<file path="config.mk">
export PLATFORM = sky130hd
export DESIGN_NAME = twi_hold_fifo
export DESIGN_NICKNAME = d
export VERILOG_FILES = /design/src/rtl/twi_fifo_pkg.sv /design/src/rtl/twi_fifo_ring.sv /design/src/rtl/twi_rdy_level.sv /design/src/rtl/twi_hold_fifo.sv
export SDC_FILE = /design/constraint.sdc
export NUM_CORES = 1
export LEC_CHECK = 0
export BUFFER_PORTS_ARGS = -buffer_cell sky130_fd_sc_hd__buf_4
export CORE_ASPECT_RATIO = 0.7
export CORE_MARGIN = 10
export CORE_UTILIZATION = 60
export DETAILED_ROUTE_END_ITERATION = 10
export HOLD_SLACK_MARGIN = 0.03
export PLACE_DENSITY = 0.83
export SETUP_SLACK_MARGIN = 0.02
export SKIP_CTS_REPAIR_TIMING = 1
export SLEW_MARGIN = 20
export SYNTH_ARGS = -nofsm -noshare
export SYNTH_HDL_FRONTEND = slang
export SYNTH_SLANG_ARGS = --single-unit
</file>
<file path="constraint.sdc">
create_clock -name clk -period 3.06 [get_ports clk]
set_input_delay 0.612 -clock clk [delete_from_list [all_inputs] [get_ports clk]]
set_output_delay 0.612 -clock clk [all_outputs]
set_load 0.05 [all_outputs]
</file>
<file path="src/rtl/twi_fifo_pkg.sv">
package twi_fifo_pkg;

    typedef enum logic [1:0] {
        THR_ONE      = 2'd0,
        THR_TWO      = 2'd1,
        THR_FOUR     = 2'd2,
        THR_FOUR_ALT = 2'd3
    } thr_code_e;

    // Entry count that a threshold code stands for.
    function automatic int unsigned thr_entries(input logic [1:0] code);
        case (thr_code_e'(code))
            THR_ONE: return 1;
            THR_TWO: return 2;
            default: return 4;
        endcase
    endfunction

endpackage

</file>
<file path="src/rtl/twi_fifo_ring.sv">
module twi_fifo_ring #(
    parameter int unsigned DEPTH = 8,
    parameter int unsigned DW    = 8
) (
    input  logic                         clk,
    input  logic                         rst_n,
    input  logic                         clr,
    input  logic                         push,
    input  logic [DW-1:0]                push_data,
    input  logic                         pop,
    output logic [DW-1:0]                head,
    output logic [$clog2(DEPTH+1)-1:0]   count
);
    localparam int unsigned AW = (DEPTH > 1) ? $clog2(DEPTH) : 1;
    localparam int unsigned CW = $clog2(DEPTH + 1);

    typedef struct packed {
        logic [DEPTH-1:0][DW-1:0] mem;
        logic [AW-1:0]            rd_ptr;
        logic [AW-1:0]            wr_ptr;
        logic [CW-1:0]            cnt;
    } ring_t;

    ring_t ring_d, ring_q;

    always_comb begin
        ring_d = ring_q;
        if (clr) begin
            ring_d.rd_ptr = '0;
            ring_d.wr_ptr = '0;
            ring_d.cnt    = '0;
        end else begin
            if (push) begin
                ring_d.mem[ring_q.wr_ptr] = push_data;
                ring_d.wr_ptr             = ring_q.wr_ptr + 1'b1;
            end
            if (pop) begin
                ring_d.rd_ptr = ring_q.rd_ptr + 1'b1;
            end
            ring_d.cnt = ring_q.cnt + CW'(push) - CW'(pop);
        end
    end

    always_ff @(posedge clk or negedge rst_n) begin
        if (!rst_n) ring_q <= '0;
        else        ring_q <= ring_d;
    end

    assign head  = ring_q.mem[ring_q.rd_ptr];
    assign count = ring_q.cnt;

    // an accepted push alone grows the count by exactly one
    a_r4_push_grows: assert property (@(posedge clk) disable iff (!rst_n)
        (push && !pop && !clr) |=> (count == $past(count) + 1'b1));

    // an accepted pop alone shrinks the count by exactly one
    a_r4_pop_shrinks: assert property (@(posedge clk) disable iff (!rst_n)
        (pop && !push && !clr) |=> (count == $past(count) - 1'b1));

    // the caller never pops an empty ring
    a_r5_no_empty_pop: assert property (@(posedge clk) disable iff (!rst_n)
        pop |-> (count != '0));

endmodule

</file>
<file path="src/rtl/twi_rdy_level.sv">
module twi_rdy_level
    import twi_fifo_pkg::*;
#(
    parameter int unsigned DEPTH      = 8,
    parameter bit          COUNT_FREE = 1'b1
) (
    input  logic [1:0]                 thr_code,
    input  logic                       fifo_en,
    input  logic [$clog2(DEPTH+1)-1:0] count,
    output logic                       rdy
);
    localparam int unsigned CW = $clog2(DEPTH + 1);

    logic [CW:0] need;
    logic [CW:0] cap;
    logic [CW:0] avail;

    always_comb begin
        need = fifo_en ? (CW+1)'(thr_entries(thr_code)) : (CW+1)'(1);
        cap  = fifo_en ? (CW+1)'(DEPTH) : (CW+1)'(1);
    end

    generate
        if (COUNT_FREE) begin : g_free
            assign avail = cap - {1'b0, count};
        end else begin : g_fill
            assign avail = {1'b0, count};
        end
    endgenerate

    assign rdy = (avail >= need);

endmodule

</file>
<file path="src/rtl/twi_hold_fifo.sv">
module twi_hold_fifo
    import twi_fifo_pkg::*;
#(
    parameter int unsigned DEPTH = 8,
    parameter int unsigned DW    = 8
) (
    input  logic                       clk,
    input  logic                       rst_n,
    input  logic                       fifo_en_cmd,
    input  logic                       fifo_dis_cmd,
    input  logic [1:0]                 tx_thr,
    input  logic [1:0]                 rx_thr,
    input  logic                       wr_valid,
    input  logic [DW-1:0]              wr_data,
    input  logic                       rd_req,
    output logic [DW-1:0]              rd_data,
    input  logic                       tx_flush,
    input  logic                       rx_flush,
    input  logic                       lock_clr,
    input  logic                       nack,
    input  logic                       sh_tx_req,
    output logic                       sh_tx_valid,
    output logic [DW-1:0]              sh_tx_data,
    input  logic                       sh_rx_valid,
    input  logic [DW-1:0]              sh_rx_data,
    output logic                       tx_rdy,
    output logic                       rx_rdy,
    output logic                       lock,
    output logic [$clog2(DEPTH+1)-1:0] tx_level,
    output logic [$clog2(DEPTH+1)-1:0] rx_level,
    output logic                       wr_err,
    output logic                       rd_err
);
    localparam int unsigned CW = $clog2(DEPTH + 1);

    typedef struct packed {
        logic en;
        logic lock;
        logic wr_err;
        logic rd_err;
    } ctrl_t;

    ctrl_t ctrl_d, ctrl_q;

    logic [CW-1:0] tx_cnt, rx_cnt, cap;
    logic          mode_cmd, tx_clr, rx_clr;
    logic          tx_full, rx_full;
    logic          tx_push, tx_pop, rx_push, rx_pop;

    always_comb begin
        cap      = ctrl_q.en ? CW'(DEPTH) : CW'(1);
        mode_cmd = fifo_en_cmd | fifo_dis_cmd;
        tx_clr   = tx_flush | mode_cmd;
        rx_clr   = rx_flush | mode_cmd;
        tx_full  = (tx_cnt >= cap);
        rx_full  = (rx_cnt >= cap);

        sh_tx_valid = !ctrl_q.lock && (tx_cnt != '0);
        tx_push     = wr_valid && !tx_full;
        tx_pop      = sh_tx_req && sh_tx_valid;
        rx_push     = sh_rx_valid && !rx_full;
        rx_pop      = rd_req && (rx_cnt != '0);

        ctrl_d        = ctrl_q;
        ctrl_d.wr_err = wr_valid && tx_full && !tx_clr;
        ctrl_d.rd_err = rd_req && (rx_cnt == '0) && !rx_clr;
        if (fifo_en_cmd)       ctrl_d.en = 1'b1;
        else if (fifo_dis_cmd) ctrl_d.en = 1'b0;
        if (nack)              ctrl_d.lock = 1'b1;
        else if (lock_clr)     ctrl_d.lock = 1'b0;
    end

    always_ff @(posedge clk or negedge rst_n) begin
        if (!rst_n) ctrl_q <= '0;
        else        ctrl_q <= ctrl_d;
    end

    twi_fifo_ring #(.DEPTH(DEPTH), .DW(DW)) u_tx_ring (
        .clk       (clk),
        .rst_n     (rst_n),
        .clr       (tx_clr),
        .push      (tx_push),
        .push_data (wr_data),
        .pop       (tx_pop),
        .head      (sh_tx_data),
        .count     (tx_cnt)
    );

    twi_fifo_ring #(.DEPTH(DEPTH), .DW(DW)) u_rx_ring (
        .clk       (clk),
        .rst_n     (rst_n),
        .clr       (rx_clr),
        .push      (rx_push),
        .push_data (sh_rx_data),
        .pop       (rx_pop),
        .head      (rd_data),
        .count     (rx_cnt)
    );

    twi_rdy_level #(.DEPTH(DEPTH), .COUNT_FREE(1'b1)) u_tx_rdy (
        .thr_code (tx_thr),
        .fifo_en  (ctrl_q.en),
        .count    (tx_cnt),
        .rdy      (tx_rdy)
    );

    twi_rdy_level #(.DEPTH(DEPTH), .COUNT_FREE(1'b0)) u_rx_rdy (
        .thr_code (rx_thr),
        .fifo_en  (ctrl_q.en),
        .count    (rx_cnt),
        .rdy      (rx_rdy)
    );

    assign lock     = ctrl_q.lock;
    assign wr_err   = ctrl_q.wr_err;
    assign rd_err   = ctrl_q.rd_err;
    assign tx_level = tx_cnt;
    assign rx_level = rx_cnt;

    // a NACK locks the transmit path on the next edge
    a_r8_nack_locks: assert property (@(posedge clk) disable iff (!rst_n)
        nack |=> lock);

    // the lock persists until a clear arrives
    a_r9_lock_sticky: assert property (@(posedge clk) disable iff (!rst_n)
        (lock && !lock_clr) |=> lock);

    // while locked the transmit count never falls without a flush
    a_r8_locked_holds: assert property (@(posedge clk) disable iff (!rst_n)
        (lock && !tx_flush && !fifo_en_cmd && !fifo_dis_cmd)
            |=> (tx_level >= $past(tx_level)));

    // a write into a full queue raises the error flag
    a_r5_full_write_flag: assert property (@(posedge clk) disable iff (!rst_n)
        (wr_valid && tx_full && !tx_flush && !fifo_en_cmd && !fifo_dis_cmd) |=> wr_err);

    // single-register mode never holds more than one entry
    a_r10_single_entry: assert property (@(posedge clk) disable iff (!rst_n)
        !ctrl_q.en |-> (tx_level <= CW'(1) && rx_level <= CW'(1)));

    // the receive request never asserts on an empty queue
    a_r3_rx_rdy_nonempty: assert property (@(posedge clk) disable iff (!rst_n)
        rx_rdy |-> (rx_level != '0));

endmodule

</file>
# After elaboration in Yosys (flattened, before gate mapping)
# Index checks and enable logic that the tools add are counted.
# W data, S select, Z words.
[word_totals]
register_bits = 152
input_bits = 32
output_inout_bits = 30
word_cells = 107
[classes]
add_sub_neg = 9
n_lt_le_gt_ge = 10
eq_ne = 2
mux = 26
bitwise_logic = 5
n_reduce_logical = 29
[ops]
columns = ["operator", "n"]
rows = [
  ["$bwmux W64", 2],
  ["$bmux W8 S3", 2],
  ["$demux W8 S3", 2],
  ["$mux W8", 4],
  ["$mux W10", 2],
  ["$mux W3", 6],
  ["$lt A3 B4 Y1 const B", 4],
  ["$add A3 B1 Y3 const B", 4],
  ["$pmux W3 S2", 2],
  ["$reduce_bool A2 Y1", 6],
  ["$logic_and A1 B1 Y1", 11],
  ["$add A4 B1 Y4", 2],
  ["$ge A4 B4 Y1", 2],
  ["$mux W4", 2],
  ["$reduce_bool A4 Y1", 2],
  ["$sub A4 B1 Y4", 2],
  ["$ge A3 B1 Y1 const B", 2],
  ["$ge A4 B5 Y1", 1],
  ["$ge A5 B5 Y1", 1],
  ["$logic_not A1 Y1", 5],
  ["$sub A5 B4 Y5", 1],
  ["$eq A2 B1 Y1 const B", 2],
  ["$logic_not A2 Y1", 2],
  ["$logic_not A4 Y1", 1],
  ["4 further kinds", 11],
]

# Depth between registers and ports, before layout
# Gate-level depths: netlist of run 1.
[logic_depth]
depth_word = 7
depth_mapped = 12
mapped_depth_nobuf = 12

# Modules after synthesis
# A second synthesis of run 1 with hierarchy kept.
[unflattened]
cells_unflattened = 510
hier_area_um2 = 7664.9
[modules_own_cells]
columns = ["module", "instances", "cells_per_inst", "area_per_inst_um2", "seq_area_each_um2"]
rows = [
  ["twi_fifo_ring", 2, 224, 3569.7, 1851.8],
  ["twi_hold_fifo", 1, 30, 284.0, 100.1],
  ["twi_rdy_level at u_tx_rdy", 1, 21, 156.4, 0.0],
  ["twi_rdy_level at u_rx_rdy", 1, 11, 85.1, 0.0],
]

# Least setup slack after synthesis of run 1
# No wires, ideal clock.
[synth_path]
path_type = "register to output"
startpoint = "register u_tx_ring.ring_q[7] (netlist bit)"
endpoint = "output port sh_tx_data[0]"
arrival_time_ps = 2018
required_time_ps = 2448
path_slack_ps = 430
path_stages_with_launch = 5
n_path_buf = 2
cell_sequence = "dfrtp_1 > clkbuf_1 > buf_2 > mux4_2 > mux2_2"
[synth_via]
elab_chain_len = 2
[synth_rtl]
columns = ["element", "line_no", "source"]
rows = [
  ["start: declaration", "twi_fifo_ring.sv:24", "ring_t ring_d, ring_q;"],
  ["start signal: assignment", "twi_fifo_ring.sv:46", "else ring_q <= ring_d;"],
  ["$bmux W8 S3", "twi_fifo_ring.sv:49", "assign head = ring_q.mem[ring_q.rd_ptr];"],
  ["$mux W8 (implied by the code)", "twi_fifo_ring.sv:49", ""],
  ["end: declaration", "twi_hold_fifo.sv:23", "output logic [DW-1:0] sh_tx_data,"],
]
# Every way passes these cells. The select of a mux whose other input is x is not followed.

# Worst setup path after layout of run 1
[layout_path]
startpoint = "register ctrl_q[3] (netlist bit)"
endpoint = "output port tx_rdy"
[layout_via]
elab_chain_len = 3
word_cells_on_any_way = 4
classes_between = "add/sub: 1; order compare: 1; mux: 2"
[layout_rtl]
columns = ["element", "line_no", "source"]
rows = [
  ["start: declaration", "twi_hold_fifo.sv:43", "ctrl_t ctrl_d, ctrl_q;"],
  ["start signal: assignment", "twi_hold_fifo.sv:75", "else ctrl_q <= ctrl_d;"],
  ["$mux W4", "twi_rdy_level.sv:20", "cap = fifo_en ? (CW+1)'(DEPTH) : (CW+1)'(1);"],
  ["$sub A5 B4 Y5", "twi_rdy_level.sv:25", "assign avail = cap - {1'b0, count};"],
  ["$ge A5 B5 Y1 *", "twi_rdy_level.sv:31", "assign rdy = (avail >= need);"],
  ["end: declaration", "twi_hold_fifo.sv:26", "output logic tx_rdy,"],
]
# Every way passes the cells marked *; elsewhere a longest branch is shown, timed or not.

==> metrics.txt, run 1 <==
kind of end point of the critical path output pin; Routed WL per cell about 21 µm; final critical-path required period ~2.9 ns; count of final setup violators 0; final net count 654; multi-input combinational cell area 0.00358 mm²; top post-synthesis cells by count dfrtp_1 (152), mux2_2 (143), mux4_2 (32); port bufs between 60 and 70; #FFs+latches synth 152; TritonCTS clock tree done; most used cell, CP ha_1; met3 usage under 10%; CP delay by family, top adder cells; worst reg2reg path startpoint u_tx_ring.count[0]; vias ~4,500; min-delay worst type in -> async; clk_skew just under 0.01 ns; Syn Area/Cell 14.5 µm²; Core Footprint between 0.01 and 0.015 mm²; slowest stage cell, crit path dfrtp_1; Hold WS ~0.19 ns; Post-Syn Area 0.00762 mm²; DR iter-0 viols ~240; CP Launch Point ctrl_q[3]; post-synth top area share roughly 50%; met2 usage between 20 and 30%; WS Path Type reg -> out; Placed Instances 735; Die Wd 155 µm; WL final about 16,000 µm; Starting Density between 60% and 70%; initial antenna violation count 0; CTS buffer count 17; f_max approximately 340 MHz; area occupied by registers around 0.0038 mm²; WP data required around 2.5 ns; # clock sinks roughly 150; GR Layer Usage met1 about 26%; Synth cell types 46; htree depth 4; Synth area leader dfrtp_1; commonest register cell after synthesis dfrtp_1; Synth area leaders dfrtp_1 (50%), mux2_2 (21%), mux4_2 (9.5%); Worst path depth 9; total track usage 18.9%; Post-synth ARST share between 90% and 100%; CTS Root Buffer Type clkbuf_16; Vias/cell roughly 5.9; worst vdd ir approximately 400 µV; critical path fanouts, max 8; global route overflow 0; leak pwr approximately 4.2 nW; Fill cells ~800; layout cells sized above 1 between 40% and 50%; max-cap violation count 0; Crit path largest cell delay ~0.37 ns; row cnt 34; Final ANT Viol Nets 0; Slew @ Worst Pin between 0.8 and 0.9 ns; reg2reg setup slack between 0.15 and 0.2 ns; I/O pin count a little over 60; crit-path cells buf_4 -> ha_1 -> inv_1 -> ha_1 -> ha_1 -> a21o_1 -> a21oi_1 -> nand2_1 -> buf_6; sum of negative setup slack 0 ns; Detail Placement HPWL 11,000 µm; Post-Layout Cell Count 767; Seq/Total Area, Yosys approximately half; synthesized instance count approximately 530; first-pass GRT wire length 26,600 µm; status completed; Hold Vio Cnt, Final 0; crit path to tx_rdy; Tcrit/Tclk final between 90% and 100%; Area Overhead vs Synth 15.9%; DIE AREA roughly 0.018 mm²; clock latency on the worst-skew pair ~0.42 ns; reg2reg end u_tx_ring.ring_q[70]; PwrDens approximately 550 mW/mm²; Crit path buffers/inverters 3; drt first pass iters 4; Slew Limit Fails 0; most common cell in the netlist dfrtp_1; Warnings, synthesis 0; # DRC 0; crit path launch type flop; # diodes 0; slew margin rel. about 44%; reg2reg path depth 6; number of global-route vias before repair 5,020; gpl congestion around 0.85; Synth Net Count around 600; CTS clk-pin slew, worst paths around 0.060 ns; Clock Tree Buf Depth 2; pin count of the biggest net entering global routing between 70 and 80; Arrival @ worst endpoint between 2 and 2.5 ns; EDFF count, synth 0; RSZ-0062 raised after global routing no; gr busiest metal met2; Die Ht about 110 µm
[sequential cells by signal, indices dropped and copies added, names as in the netlist]
name,cells
ctrl_q,1
u_tx_ring.count,4
u_rx_ring.ring_q,70
wr_err,1
u_rx_ring.count,4
u_tx_ring.ring_q,70
rd_err,1
lock,1
[worst min-delay path by stage]
stage / start / to / slack, ns / depth (start not counted)
final: rst_n / u_rx_ring.count[1] / 0.19 / 1
after global routing: rst_n / u_rx_ring.count[1] / 0.22 / 1
after CTS: rst_n / u_rx_ring.count[1] / 0.20 / 1
after detailed placement: u_tx_ring.ring_q[58] / u_tx_ring.ring_q[58] / 0.48 / 1
after global placement: u_tx_ring.ring_q[58] / u_tx_ring.ring_q[58] / 0.47 / 1
after floorplan: rst_n / ctrl_q[3] / 0.32 / 0
[placed cells by master (no fill, tap or decap), types with 2 or more instances in the layout]
master	instances
o21ai_0	4
mux4_2	32
nand2b_1	6
or4b_1	2
fa_1	2
dfrtp_1	152
buf_6	2
nand2_1	8
buf_12	2
a211oi_1	2
inv_6	2
clkbuf_16	17
o21bai_1	2
buf_4	71
nand3_1	4
ha_1	28
a21oi_1	8
inv_8	3
mux2_2	143
xnor2_1	9
or3_1	2
xor2_1	4
nand4b_2	2
and2_1	3
nor2_1	23
a21o_1	4
nor3b_1	3
clkinv_4	5
nor3_1	3
nand3b_1	3
clkinvlp_4	2
mux2i_1	2
inv_1	23
nand4_2	2
nor3_4	8
[per-layer routing]
metal	part of all wire, %	vias to the layer above
met5	0	-
met4	1.2	0
met3	4.5	16
met2	47	99
met1	47	2376
li1	-	2048
[metrics by stage]
step	total power, mW	utilization, %	cell area [µm²]	setup WS (ns)
3_5_place_dp	2.95	66.5	8270	0.196
6_report	4.87	71.1	8830	0.150
2_1_floorplan	2.68	-	7620	0.430
5_1_grt	5.05	71.1	8830	0.0325
3_3_place_gp	2.92	66.5	8270	0.217
4_1_cts	4.92	71.0	8820	0.126
[final cells by class]
class | count | share of cell area, %
Clock buffer | 19 | 5.02
Tap cell | 162 | 2.30
Sequential cell | 152 | 43.1
Inverter | 23 | 0.978
Timing Repair Buffer | 75 | 6.75
Multi-Input combinational cell | 323 | 40.6
Clock inverter | 13 | 1.30
[report_power, final]
| part | internal, mW | switching [mW] |
|---|---|---|
| Clock | 1.08 | 0.877 |
| Combinational | 0.311 | 0.465 |
| Sequential | 2.09 | 0.0451 |
[cells by family after synthesis]
| kind of cell | after synthesis | synth area share, % |
|---|---|---|
| mux | 178 | 31.0 |
| simple gates | 78 | 7.28 |
| buf+inv | 50 | 3.06 |
| fa+ha+maj | 30 | 5.12 |
| xor+xnor | 13 | 1.49 |
| compound gates | 24 | 2.10 |
| flops | 152 | 49.9 |
Power figures use the tool's default switching activity.
==> run 2: changes to the inputs <==
--- a/config.mk
+++ b/config.mk
@@ -8,10 +8,10 @@
 export BUFFER_PORTS_ARGS = -buffer_cell sky130_fd_sc_hd__buf_4
 export CORE_ASPECT_RATIO = 0.7
 export CORE_MARGIN = 10
-export CORE_UTILIZATION = 60
+export CORE_UTILIZATION = 54
 export DETAILED_ROUTE_END_ITERATION = 10
 export HOLD_SLACK_MARGIN = 0.03
-export PLACE_DENSITY = 0.83
+export PLACE_DENSITY = 0.79
 export SETUP_SLACK_MARGIN = 0.02
 export SKIP_CTS_REPAIR_TIMING = 1
 export SLEW_MARGIN = 20
==> constraint.sdc (replaced) <==
create_clock -name clk -period 2.58 [get_ports clk]
set_input_delay 0.516 -clock clk [delete_from_list [all_inputs] [get_ports clk]]
set_output_delay 0.516 -clock clk [all_outputs]
set_load 0.05 [all_outputs]
==> run 2 against run 1 <==
  * The flow now finishes with violations (setup timing)
  * Final area grew 9.5%
  * Via count grew 3.6%
  * Clock-buffer cell count down 1
  * Critical endpoint unchanged
==> metrics.txt, run 2 (same netlist as run 1, synthesis figures left out) <==
initial antenna violation count 0; layout cells sized above 1 a little under three fifths; Slew @ Worst Pin ~0.65 ns; post-layout util 69.7%; worst vdd ir about 420 µV; final critical-path required period ~2.7 ns; Hold Startpoint nack; Die Ht approximately 120 µm; clock latency on the worst-skew pair 0.43 ns; Hold Path Cell Cnt 2; max-cap violation count 0; total track usage 17.3%; gpl congestion slightly below 0.8; count of final setup violators 4; Hold EP lock; CTS clk-pin slew, worst paths ~0.060 ns; crit path launch type flop; WS Path Type reg -> out; min-delay worst type in -> reg; critical path fanouts, max 3; Routed WL per cell between 20 and 25 µm; PwrDens around 650 mW/mm²; Core Footprint 0.0139 mm²; Tcrit/Tclk final 104%; drt first pass iters 5; worst reg2reg path startpoint ctrl_q[3]; Arrival @ worst endpoint between 2 and 2.5 ns; port bufs about 60; reg2reg setup slack 0.06 ns; final net count ~700; htree depth 4; DIE AREA between 0.015 and 0.02 mm²; f_max 371 MHz; leak pwr around 4.5 nW; kind of end point of the critical path output pin; CTS buffer count 17; # clock sinks around 150; worst setup margin -0.115 ns; commonest non-fill, non-tap cell in the layout dfrtp_1; reg2reg end u_rx_ring.ring_q[24]; CTS Root Buffer Type clkbuf_16; TritonCTS clock tree done; DR iter-0 viols 288; multi-input combinational cell area approximately 0.0037 mm²; WL final 17,100 µm; Fill cells ~920; global route overflow 0; Slew Limit Fails 0; Clock Tree Buf Depth 2; pin count of the biggest net entering global routing 62; Regs by FF count u_rx_ring.ring_q (70), u_tx_ring.ring_q (70); area occupied by registers 0.00381 mm²; # diodes 0; I/O pin count 62; Starting Density a little over half; number of global-route vias before repair 5,015; Vias/cell 5.67; WP data required between 2 and 2.5 ns; most frequent cells in the layout dfrtp_1 (150), mux2_2 (135), buf_4 (66); row cnt 36; Detail Placement HPWL roughly 11,000 µm; Area Overhead vs Synth 26.9%; violated checks setup timing; slew margin rel. between 50% and 60%; vias between 4,000 and 5,000; RSZ-0062 raised after global routing yes; reg2reg path depth 8; # DRC 0; pre-CTS setup slack between 0.0015 and 0.002 ns; status finished, violations left; Hold Vio Cnt, Final 0; Final ANT Viol Nets 0; first-pass GRT wire length approximately 27,000 µm; Die Wd between 150 and 200 µm; clk_skew 0.0148 ns
-- run 2: per-layer routing --
metal / global-route usage [%] / vias up / part of all wire (%) / wire, µm
li1: - / 2123 / - / -
met1: 23.8 / 2494 / 49 / 8320
met2: 26.6 / 75 / 47 / 8020
met3: 4.34 / 11 / 3.7 / 641
met4: 5.44 / 0 / 0.87 / 149
met5: 0 / - / 0 / 0
-- run 2: stage by stage --
step                      setup TNS (ns)  instances  hold slack, ns  area, µm²  power (mW)
after CTS                         -0.455        815         -0.0140       9240        6.14
after global placement                 0        783           0.438       8620        3.48
after floorplan                        0        525           0.220       7620        3.18
after global routing              -0.875        830           0.253       9670        6.47
after detailed placement               0        783           0.443       8620        3.51
final                             -0.147        830           0.267       9670        6.24
-- run 2: final cells by class --
type                    count  share of cell area [%]
multi-input cells         323                    38.4
flip-flops and latches    152                    39.4
well taps                 190                    2.46
clock buffers              18                    4.54
clock inverters            14                    1.92
repair buffers            110                    12.4
inverters                  23                   0.945
-- run 2: worst max-delay path by stage --
stage | startpoint | endpoint | cells after the start
after floorplan | ctrl_q[3] | u_tx_ring.ring_q[66] | 8
after global placement | ctrl_q[3] | u_rx_ring.ring_q[40] | 8
after detailed placement | ctrl_q[3] | u_rx_ring.ring_q[57] | 8
after CTS | u_tx_ring.count[0] | tx_rdy | 9
after global routing | u_tx_ring.count[0] | tx_rdy | 9
final | u_tx_ring.count[0] | tx_rdy | 9
-- run 2: where the power goes --
part | internal [mW] | switching, mW
registers | 2.48 | 0.0545
clock network | 1.57 | 1.05
logic | 0.501 | 0.590
-- run 2: worst max-delay path: stages (launching register included) --
cell     delay [ns]
dfrtp_1        0.42
buf_6          0.14
ha_4           0.16
inv_4          0.06
ha_4           0.20
ha_4           0.20
a21o_1         0.19
a21oi_2        0.12
nand2_1        0.09
buf_6          0.17
